`src/rtl/hline_pkg.sv`:
```
// Shared constants for the horizontal character-clock timing generator.
// Assumes: field widths follow the default register layout; the block that
// instantiates the generator may override widths through its parameters.
package hline_pkg;
    // Character clocks added to the programmed total to get the real line length.
    localparam int LINE_EXTRA   = 5;
    localparam int DEF_TOT_W    = 8;
    localparam int DEF_BLANK_MW = 6;
    localparam int DEF_SYNC_MW  = 5;
    localparam int DEF_SKEW_W   = 2;
endpackage

```
`src/rtl/hline_counter.sv`:
```
// Character counter for one scan line.
// Counts 0 .. total+LINE_EXTRA-1 on each character-clock enable, then wraps.
// Also gives the next count, so that downstream windows can register
// their state in step with the counter.
// Assumes: total is static while running; a count above the last count
// (after total is lowered) wraps on the next enable.
module hline_counter #(
    parameter int TOT_W = hline_pkg::DEF_TOT_W,
    localparam int CW   = TOT_W + 1
) (
    input  logic             clk,
    input  logic             rst_n,
    input  logic             ce_i,
    input  logic [TOT_W-1:0] total_i,
    output logic [CW-1:0]    cnt_o,
    output logic [CW-1:0]    nxt_o,
    output logic             at_last_o
);
    localparam logic [CW-1:0] LAST_OFS = CW'(hline_pkg::LINE_EXTRA - 1);

    logic [CW-1:0] cnt_q;
    logic [CW-1:0] last_cnt;

    // Last count of the line, and the value the counter takes next.
    always_comb begin
        last_cnt  = {1'b0, total_i} + LAST_OFS;
        at_last_o = (cnt_q >= last_cnt);
        nxt_o     = at_last_o ? '0 : cnt_q + 1'b1;
    end

    // Step the counter on each character-clock enable.
    always_ff @(posedge clk) begin
        if (!rst_n)    cnt_q <= '0;
        else if (ce_i) cnt_q <= nxt_o;
    end

    assign cnt_o = cnt_q;

    AST_CNT_HOLD: assert property (@(posedge clk) disable iff (!rst_n)
        !ce_i |=> $stable(cnt_q)) else $error("counter moved without enable");
endmodule

```
`src/rtl/hline_window.sv`:
```
// Start/match window: opens when the counter reaches a full-width start
// count and closes at the first later count whose low MW bits equal the
// end field. The open state is registered, so the output changes in the
// same cycle as the count it belongs to. Start takes priority over the end
// match, so the window is never shorter than one character clock.
// Assumes: start and end are static; the window is closed after reset.
module hline_window #(
    parameter int CW = 9,
    parameter int MW = 6
) (
    input  logic          clk,
    input  logic          rst_n,
    input  logic          ce_i,
    input  logic [CW-1:0] cnt_i,
    input  logic [CW-1:0] nxt_i,
    input  logic [CW-1:0] start_i,
    input  logic [MW-1:0] end_i,
    output logic          open_o
);
    logic open_q;

    // Open on reaching the start count; close on a low-bit end match.
    always_ff @(posedge clk) begin
        if (!rst_n) begin
            open_q <= 1'b0;
        end else if (ce_i) begin
            if (nxt_i == start_i)
                open_q <= 1'b1;
            else if (open_q && (nxt_i[MW-1:0] == end_i))
                open_q <= 1'b0;
        end
    end

    assign open_o = open_q;

    AST_WIN_OPEN_AT_START: assert property (@(posedge clk) disable iff (!rst_n)
        $rose(open_q) |-> (cnt_i == start_i)) else $error("window opened off start");
    AST_WIN_CLOSE_ON_MATCH: assert property (@(posedge clk) disable iff (!rst_n)
        $fell(open_q) |-> ((cnt_i[MW-1:0] == end_i) && (cnt_i != start_i))) else $error("window closed off match");
endmodule

```
`src/rtl/hline_skew.sv`:
```
// Character-clock delay line with a selectable tap (0 = no delay).
// Used to skew display enable by 0 .. 2**SKEW_W-1 character clocks.
// Assumes: the tap select is static; stages clear on reset.
module hline_skew #(
    parameter int SKEW_W = hline_pkg::DEF_SKEW_W,
    localparam int DEPTH = (1 << SKEW_W) - 1
) (
    input  logic              clk,
    input  logic              rst_n,
    input  logic              ce_i,
    input  logic              d_i,
    input  logic [SKEW_W-1:0] sel_i,
    output logic              q_o
);
    logic [DEPTH:1] stage_q;
    logic [DEPTH:0] taps;

    // Shift the undelayed value one stage per character clock.
    always_ff @(posedge clk) begin
        if (!rst_n) begin
            stage_q <= '0;
        end else if (ce_i) begin
            stage_q[1] <= d_i;
            for (int k = 2; k <= DEPTH; k++) stage_q[k] <= stage_q[k-1];
        end
    end

    // Tap 0 is the live input; tap k is k character clocks old.
    always_comb begin
        taps = {stage_q, d_i};
        q_o  = taps[sel_i];
    end

    AST_SKEW_ONE_STEP: assert property (@(posedge clk) disable iff (!rst_n)
        (ce_i && sel_i == SKEW_W'(1)) |=> ((sel_i != SKEW_W'(1)) || (q_o == $past(d_i)))) else $error("one-step skew mismatch");
endmodule

```
`src/rtl/hline_timer.sv`:
```
// Horizontal character-clock timing generator (top).
// Builds display enable, blanking, sync and an end-of-line strobe from one
// line counter. Blank and sync windows close on low-bit matches and may run
// across the line wrap. Sync start is shifted by a skew; display enable is
// delayed by its own skew. sync_en_i masks only the sync output.
// Assumes: configuration inputs are static between resets.
module hline_timer #(
    parameter int TOT_W    = hline_pkg::DEF_TOT_W,
    parameter int BLANK_MW = hline_pkg::DEF_BLANK_MW,
    parameter int SYNC_MW  = hline_pkg::DEF_SYNC_MW,
    parameter int SKEW_W   = hline_pkg::DEF_SKEW_W,
    localparam int CW      = TOT_W + 1
) (
    input  logic                clk,
    input  logic                rst_n,
    input  logic                ce_i,
    input  logic                sync_en_i,
    input  logic [TOT_W-1:0]    cfg_total_i,
    input  logic [TOT_W-1:0]    cfg_de_end_i,
    input  logic [TOT_W-1:0]    cfg_blank_start_i,
    input  logic [BLANK_MW-1:0] cfg_blank_end_i,
    input  logic [TOT_W-1:0]    cfg_sync_start_i,
    input  logic [SYNC_MW-1:0]  cfg_sync_end_i,
    input  logic [SKEW_W-1:0]   cfg_sync_skew_i,
    input  logic [SKEW_W-1:0]   cfg_de_skew_i,
    output logic [CW-1:0]       char_cnt_o,
    output logic                de_o,
    output logic                blank_o,
    output logic                hsync_o,
    output logic                line_end_o
);
    logic [CW-1:0] cnt;
    logic [CW-1:0] nxt;
    logic          at_last;
    logic [CW-1:0] blank_start;
    logic [CW-1:0] sync_start;
    logic          de_raw;
    logic          blank_open;
    logic          sync_open;

    hline_counter #(.TOT_W(TOT_W)) u_cnt (
        .clk       (clk),
        .rst_n     (rst_n),
        .ce_i      (ce_i),
        .total_i   (cfg_total_i),
        .cnt_o     (cnt),
        .nxt_o     (nxt),
        .at_last_o (at_last)
    );

    // Widen the start counts; the sync start includes its skew.
    always_comb begin
        blank_start = {1'b0, cfg_blank_start_i};
        sync_start  = {1'b0, cfg_sync_start_i} + CW'(cfg_sync_skew_i);
        de_raw      = (cnt <= {1'b0, cfg_de_end_i});
    end

    hline_window #(.CW(CW), .MW(BLANK_MW)) u_blank (
        .clk     (clk),
        .rst_n   (rst_n),
        .ce_i    (ce_i),
        .cnt_i   (cnt),
        .nxt_i   (nxt),
        .start_i (blank_start),
        .end_i   (cfg_blank_end_i),
        .open_o  (blank_open)
    );

    hline_window #(.CW(CW), .MW(SYNC_MW)) u_sync (
        .clk     (clk),
        .rst_n   (rst_n),
        .ce_i    (ce_i),
        .cnt_i   (cnt),
        .nxt_i   (nxt),
        .start_i (sync_start),
        .end_i   (cfg_sync_end_i),
        .open_o  (sync_open)
    );

    hline_skew #(.SKEW_W(SKEW_W)) u_de_skew (
        .clk   (clk),
        .rst_n (rst_n),
        .ce_i  (ce_i),
        .d_i   (de_raw),
        .sel_i (cfg_de_skew_i),
        .q_o   (de_o)
    );

    // Drive the outputs; sync is masked without touching its window.
    always_comb begin
        char_cnt_o = cnt;
        blank_o    = blank_open;
        hsync_o    = sync_en_i & sync_open;
        line_end_o = ce_i & at_last;
    end

    AST_WRAP_AFTER_STROBE: assert property (@(posedge clk) disable iff (!rst_n)
        line_end_o |=> (char_cnt_o == '0)) else $error("no wrap after strobe");
    AST_SYNC_NEEDS_WINDOW: assert property (@(posedge clk) disable iff (!rst_n)
        $rose(hsync_o) && $stable(sync_en_i) |-> (char_cnt_o == sync_start)) else $error("sync rose off start");
endmodule

```
`config.mk`:
```
export PLATFORM = sky130hd
export DESIGN_NAME = hline_timer
export DESIGN_NICKNAME = d
export VERILOG_FILES = /design/src/rtl/hline_pkg.sv /design/src/rtl/hline_counter.sv /design/src/rtl/hline_window.sv /design/src/rtl/hline_skew.sv /design/src/rtl/hline_timer.sv
export SDC_FILE = /design/constraint.sdc
export NUM_CORES = 1
export LEC_CHECK = 0
export BUFFER_PORTS_ARGS = -buffer_cell sky130_fd_sc_hd__buf_2
export CORE_UTILIZATION = 50
export CTS_CLUSTER_DIAMETER = 40
export CTS_CLUSTER_SIZE = 16
export DETAILED_ROUTE_END_ITERATION = 8
export PLACE_DENSITY = 0.87
export SLEW_MARGIN = 25
export SYNTH_ARGS = -nofsm -noshare
export SYNTH_HDL_FRONTEND = slang
export SYNTH_SLANG_ARGS = --single-unit
```
`constraint.sdc`:
```
create_clock -name clk -period 3.2 [get_ports clk]
set_input_delay 0.32 -clock clk [delete_from_list [all_inputs] [get_ports clk]]
set_output_delay 0.32 -clock clk [all_outputs]
set_load 0.1 [all_outputs]
```
**After elaboration in Yosys (flattened, before gate mapping)**

Cells that the tools add are included.

- Input port bits: 51
- Register bits: 14
- Word-level logic and storage cells: 29
- Output and inout bits: 13

- $lt $le $gt $ge: 3
- Reduce and logical (&&, ||, !) cells: 6
- Bitwise gates (word level): 2
- Multiplexer cells: 7
- Add/sub/neg operators: 3
- Equal/unequal tests: 4

Operators by type and width:

| operator | number |
|---|---|
| 8-bit by 2-bit adder with 9-bit output | 1 |
| 8-bit by 3-bit adder with 9-bit output (second input constant) | 1 |
| 9-bit by 1-bit adder with 9-bit output (second input constant) | 1 |
| 9-bit by 8-bit == test with 1-bit output | 1 |
| 9-bit == test | 1 |
| 9-bit >= comparator | 1 |
| 9-bit by 8-bit less-or-equal comparator with 1-bit output | 1 |
| 9-bit two-way mux | 1 |
| 6-bit == test | 1 |
| 5-bit == test | 1 |
| 1-bit two-way mux | 5 |
| 2-bit AND reduction | 2 |
| 2-bit nonzero test | 2 |
| 2-bit by 3-bit less-than comparator with 1-bit output (second input constant) | 1 |
| 1-bit AND | 2 |
| 1-bit binary-select mux with 2-bit select | 1 |
| 1-bit logical AND | 2 |

**Depth between registers and ports, before layout**

- Depth after elaboration: 7
- Mapped depth: 12
- Gate-level depth less buffers: 11

**Cells and area by module**

From an unflattened synthesis, not the netlist that was laid out.

- Cell total of the unflattened synthesis: 224
- Area, all modules: 1,926.8 sq um

Modules (own cells, without submodules):

| module | seq. area each (sq um) | cells each | area each (sq um) | instances |
|---|---|---|---|---|
| hline_counter | 180.2 | 116 | 998.5 | 1 |
| hline_timer | 0.0 | 53 | 406.6 | 1 |
| hline_window at u_blank | 20.0 | 23 | 200.2 | 1 |
| hline_window at u_sync | 20.0 | 22 | 190.2 | 1 |
| hline_skew | 60.1 | 10 | 131.4 | 1 |

**Worst setup path before layout**

OpenSTA, ideal clock, no wires.

- Path type: register to output
- Start point: register u_cnt.cnt_q[0] (netlist: u_cnt.cnt_o[0])
- End point: output port line_end_o
- Cell stages (with the launch flop): 8
- Buffers on the path: 1
- Arrival: 3,024 ps
- Setup slack: -144 ps
- Required time: 2,880 ps
- Cells stage by stage: dfxtp_1 -> inv_1 -> ha_1 -> nor2b_1 -> o21ai_2 -> a211o_1 -> buf_2 -> and2_1

- Longest elaborated chain between the ends: 2

RTL lines:

| item | line | text |
|---|---|---|
| start: declaration | hline_counter.sv:21 | `logic [CW-1:0] cnt_q;` |
| start signal: assignment | hline_counter.sv:34 | `else if (ce_i) cnt_q <= nxt_o;` |
| 9-bit >= comparator | hline_counter.sv:27 | `at_last_o = (cnt_q >= last_cnt);` |
| 1-bit AND | hline_timer.sv:94 | `line_end_o = ce_i & at_last;` |
| end: declaration | hline_timer.sv:30 | `output logic line_end_o` |

Every way passes these cells.

**Worst setup path in the final report**

- Start point: input port cfg_total_i[2]
- End point: register u_blank.open_q (netlist: u_blank.open_o)

- Longest elaborated chain between the ends: 7
- Elaborated cells between the ends (all ways): 9

RTL lines:

| item | line | text |
|---|---|---|
| start: declaration | hline_timer.sv:18 | `input logic [TOT_W-1:0] cfg_total_i,` |
| 8-bit by 3-bit adder with 9-bit output * | hline_counter.sv:26 | `last_cnt = {1'b0, total_i} + LAST_OFS;` |
| 9-bit >= comparator * | hline_counter.sv:27 |  |
| 9-bit two-way mux * | hline_counter.sv:28 | `nxt_o = at_last_o ? '0 : cnt_q + 1'b1;` |
| 6-bit == test | hline_window.sv:29 | `else if (open_q && (nxt_i[MW-1:0] == end_i))` |
| 1-bit logical AND | hline_window.sv:29 |  |
| 2-bit nonzero test (no source line) | - |  |
| 2-bit AND reduction (no source line) | - |  |
| end signal: assignment | hline_window.sv:25 | `open_q <= 1'b0;` |
| end signal: assignment | hline_window.sv:28 | `open_q <= 1'b1;` |
| end signal: assignment | hline_window.sv:30 | `open_q <= 1'b0;` |
| end: declaration | hline_window.sv:20 | `logic open_q;` |

Every way passes the cells marked *; elsewhere a longest branch is shown, timed or not.
A chain may end at the register's enable or synchronous reset.

==> results.cfg <==
[place]
place.port_buffers = 63
gp_congestion = 0.906
dp.final_hpwl_um = 4090

[clocking]
clock_latency_ns = 0.24
root_buffer = clkbuf_8
cts_tree = done
cts_resized = 0
cts_sinks = 14
cts_buffers = 3
clkTransAtPathRegs_ns = 0.06
postCtsSetupBuffers = 0
cts_max_level = 1
hold_buffers = 0
clk_path_buf_depth = 2

[synth]
yosys_most_used_dff = dfxtp_1
ys_seq_area_frac = 0.144
async_flop_share = 0
ys_ff_latch = 14
yosysUniqueCellTypes = 49
postSynthAreaPerCell_um2 = 8.05
synth_nets = 314
ys_warn_count = 0
synth_area_mm2 = 0.00194
synth_edf_count = 0
syn_inst = 241

[timing]
rsz0062_at_grt = false
min_period_ns = 3.02
max_freq_ghz = 0.331
fin_crit_sh = 0.944
relSlewSlack = 0.636
finalHoldViolCount = 0
fin_skew_ns = 0.00271
maxSlewViolCount = 0
tightest_slew_ns = 0.546
hold_slack_ns = 0.423
setup_viol = 0

[layout]
multi_input_area_mm2 = 0.00157
drive_above_1_share = 0.311
regArea_um2 = 285
n_fill_cell = 303
n_antenna_cell = 0
synthToLayoutAreaGrowth_pct = 27.9
nets = 389
post-route-util = 0.673

[die]
die-height_um = 64.3
initial_core_util = 0.526
die-width_um = 64.3
core_mm2 = 0.00369
rows = 22
ioPinCount = 64
fp.dieArea_mm2 = 0.00413

[worst_setup_path]
critPathKind = in2reg
crit_fanout = 9
crit_arrival_ns = 3.16
critPathCaptureType = register
required_ns = 3.34
crit_path_start_kind = primary input

[drt]
wl_per_cell_um = 14.1
ant_nets = 0
totalWireLength_um = 5110
drt_pass1_iterations = 4
via_per_inst = 5.53
dr_total_vias = 2006
drt_iter0_drc = 113
drc = 0

[power_and_ir_drop]
ir_drop_uv = 273
leakage_nw = 1.22
powerDensity_mw_per_mm2 = 234

[flow_run]
cap_viol_max_count = 0

[grt]
antenna_found_initial = 0
grt_pass1_vias = 1971
grt_pass1_wl_um = 8560
grt_max_degree = 20
grt_usage = 0.258
overflow = 0

[run_status]
outcome = complete, no violations

[hold_path]
hp-class = in2reg
stage by stage:
step | TNS [ns] | power [mW] | instances | area, µm² | setup slack [ns]
final | 0 | 0.581 | 363 | 2480 | 0.180
after floorplan | 0 | 0.338 | 241 | 1950 | 0.00395
after global routing | 0 | 0.618 | 363 | 2480 | 0.0335
after CTS | 0 | 0.584 | 363 | 2480 | 0.209
after detailed placement | -0.0423 | 0.411 | 359 | 2430 | -0.0225
after global placement | 0 | 0.405 | 359 | 2430 | 0.0742
state kept, by name, summed over array words and instances (netlist names):
name	cells
u_blank.open_o	1
u_cnt.cnt_o	9
u_de_skew.stage_q	3
u_sync.open_o	1
per-layer routing:
layer | vias to the layer above | routed length, µm | track usage
met3 | 6 | 233 | 0.0339
met2 | 56 | 2600 | 0.467
met4 | 0 | 38 | 0.0556
met1 | 934 | 2230 | 0.319
met5 | - | 0 | 0
li1 | 1010 | - | -
cell usage in the layout (no fill, tap or decap), types with 2 or more instances in the layout:
cell	n
a2111oi_4	2
a211o_1	3
a211oi_1	2
a21boi_0	2
a21o_1	4
a21oi_1	6
a31oi_1	4
a41o_1	2
and2_1	4
and3_1	6
buf_12	2
buf_2	62
buf_4	14
clkbuf_8	4
dfxtp_1	10
dfxtp_2	4
ha_1	21
inv_1	15
mux2i_1	9
nand2_1	15
nand2b_1	3
nand3_1	14
nand4_1	2
nor2_1	18
nor2b_1	13
nor3_1	8
nor3b_1	3
o21a_1	3
o21ai_0	5
o21ai_2	2
xnor2_1	17
xor2_1	17
kinds of logic (layout without fill, tap and decap cells):
group | Yosys count | in the layout | synth area share
and+or+nand+nor | 90 | 90 | 0.240
AOI/OAI and AO/OA | 47 | 47 | 0.206
xor gates and xnor gates | 34 | 34 | 0.153
buffers and inverters | 23 | 97 | 0.0471
adders and majority gates | 22 | 22 | 0.146
DFF | 14 | 14 | 0.144
muxes | 11 | 11 | 0.0638
synth_stat cells (all sizes together) (2+ instances only):
cell / number / area (µm²)
o21a: 3 / 22.5
nand2b: 3 / 18.8
dfxtp: 14 / 280
clkbuf: 3 / 11.3
nand2: 15 / 56.3
a21oi: 7 / 38.8
mux2i: 9 / 90.1
buf: 5 / 23.8
a31oi: 4 / 25.0
nand3: 14 / 70.1
a2111oi: 4 / 78.8
a41o: 2 / 20.0
nor3: 8 / 40.0
and3: 6 / 37.5
xnor2: 17 / 149
nor2: 19 / 73.8
xor2: 17 / 149
a211oi: 3 / 27.5
a21o: 4 / 30.0
a21boi: 2 / 15.0
and2: 4 / 25.0
nor2b: 13 / 81.3
ha: 21 / 263
nand4: 2 / 12.5
inv: 15 / 56.3
a211o: 3 / 26.3
nor3b: 3 / 22.5
o21ai: 8 / 47.5
path summary, 6_finish.rpt:
kind / from / to / slack, ns / cells past startpoint
max reg2reg: u_cnt.cnt_o[0]$_SDFFE_PN0P_ / u_sync.open_o$_SDFFE_PN0P_ / 0.45 / 9
min reg2reg: u_de_skew.stage_q[3]$_SDFFE_PN0P_ / u_de_skew.stage_q[3]$_SDFFE_PN0P_ / 0.51 / 2
min: rst_n / u_de_skew.stage_q[1]$_SDFFE_PN0P_ / 0.42 / 2
max: cfg_total_i[2] / u_blank.open_o$_SDFFE_PN0P_ / 0.18 / 13
cell type report:
type / count / area share
multi-input combinational: 204 / 0.632
timing repair buffer: 78 / 0.184
sequential: 14 / 0.115
tap: 48 / 0.0242
inverter: 15 / 0.0227
clock buffer: 4 / 0.0222
power by group:
| part | internal (mW) | switching [mW] |
|---|---|---|
| Combinational | 0.0976 | 0.127 |
| Sequential | 0.179 | 0.00659 |
| Clock | 0.109 | 0.0626 |
critical path, cell delays in order:
cell and delay [ns]:
buf_2 0.11, ha_1 0.19, nand3_1 0.11, or2_2 0.31
ha_1 0.33, nand4_1 0.15, nor2_1 0.27, a211oi_2 0.14
buf_4 0.20, a21o_1 0.15, a2111oi_0 0.49, a41oi_1 0.17
a41o_1 0.22
(Power assumes the default switching activity.)
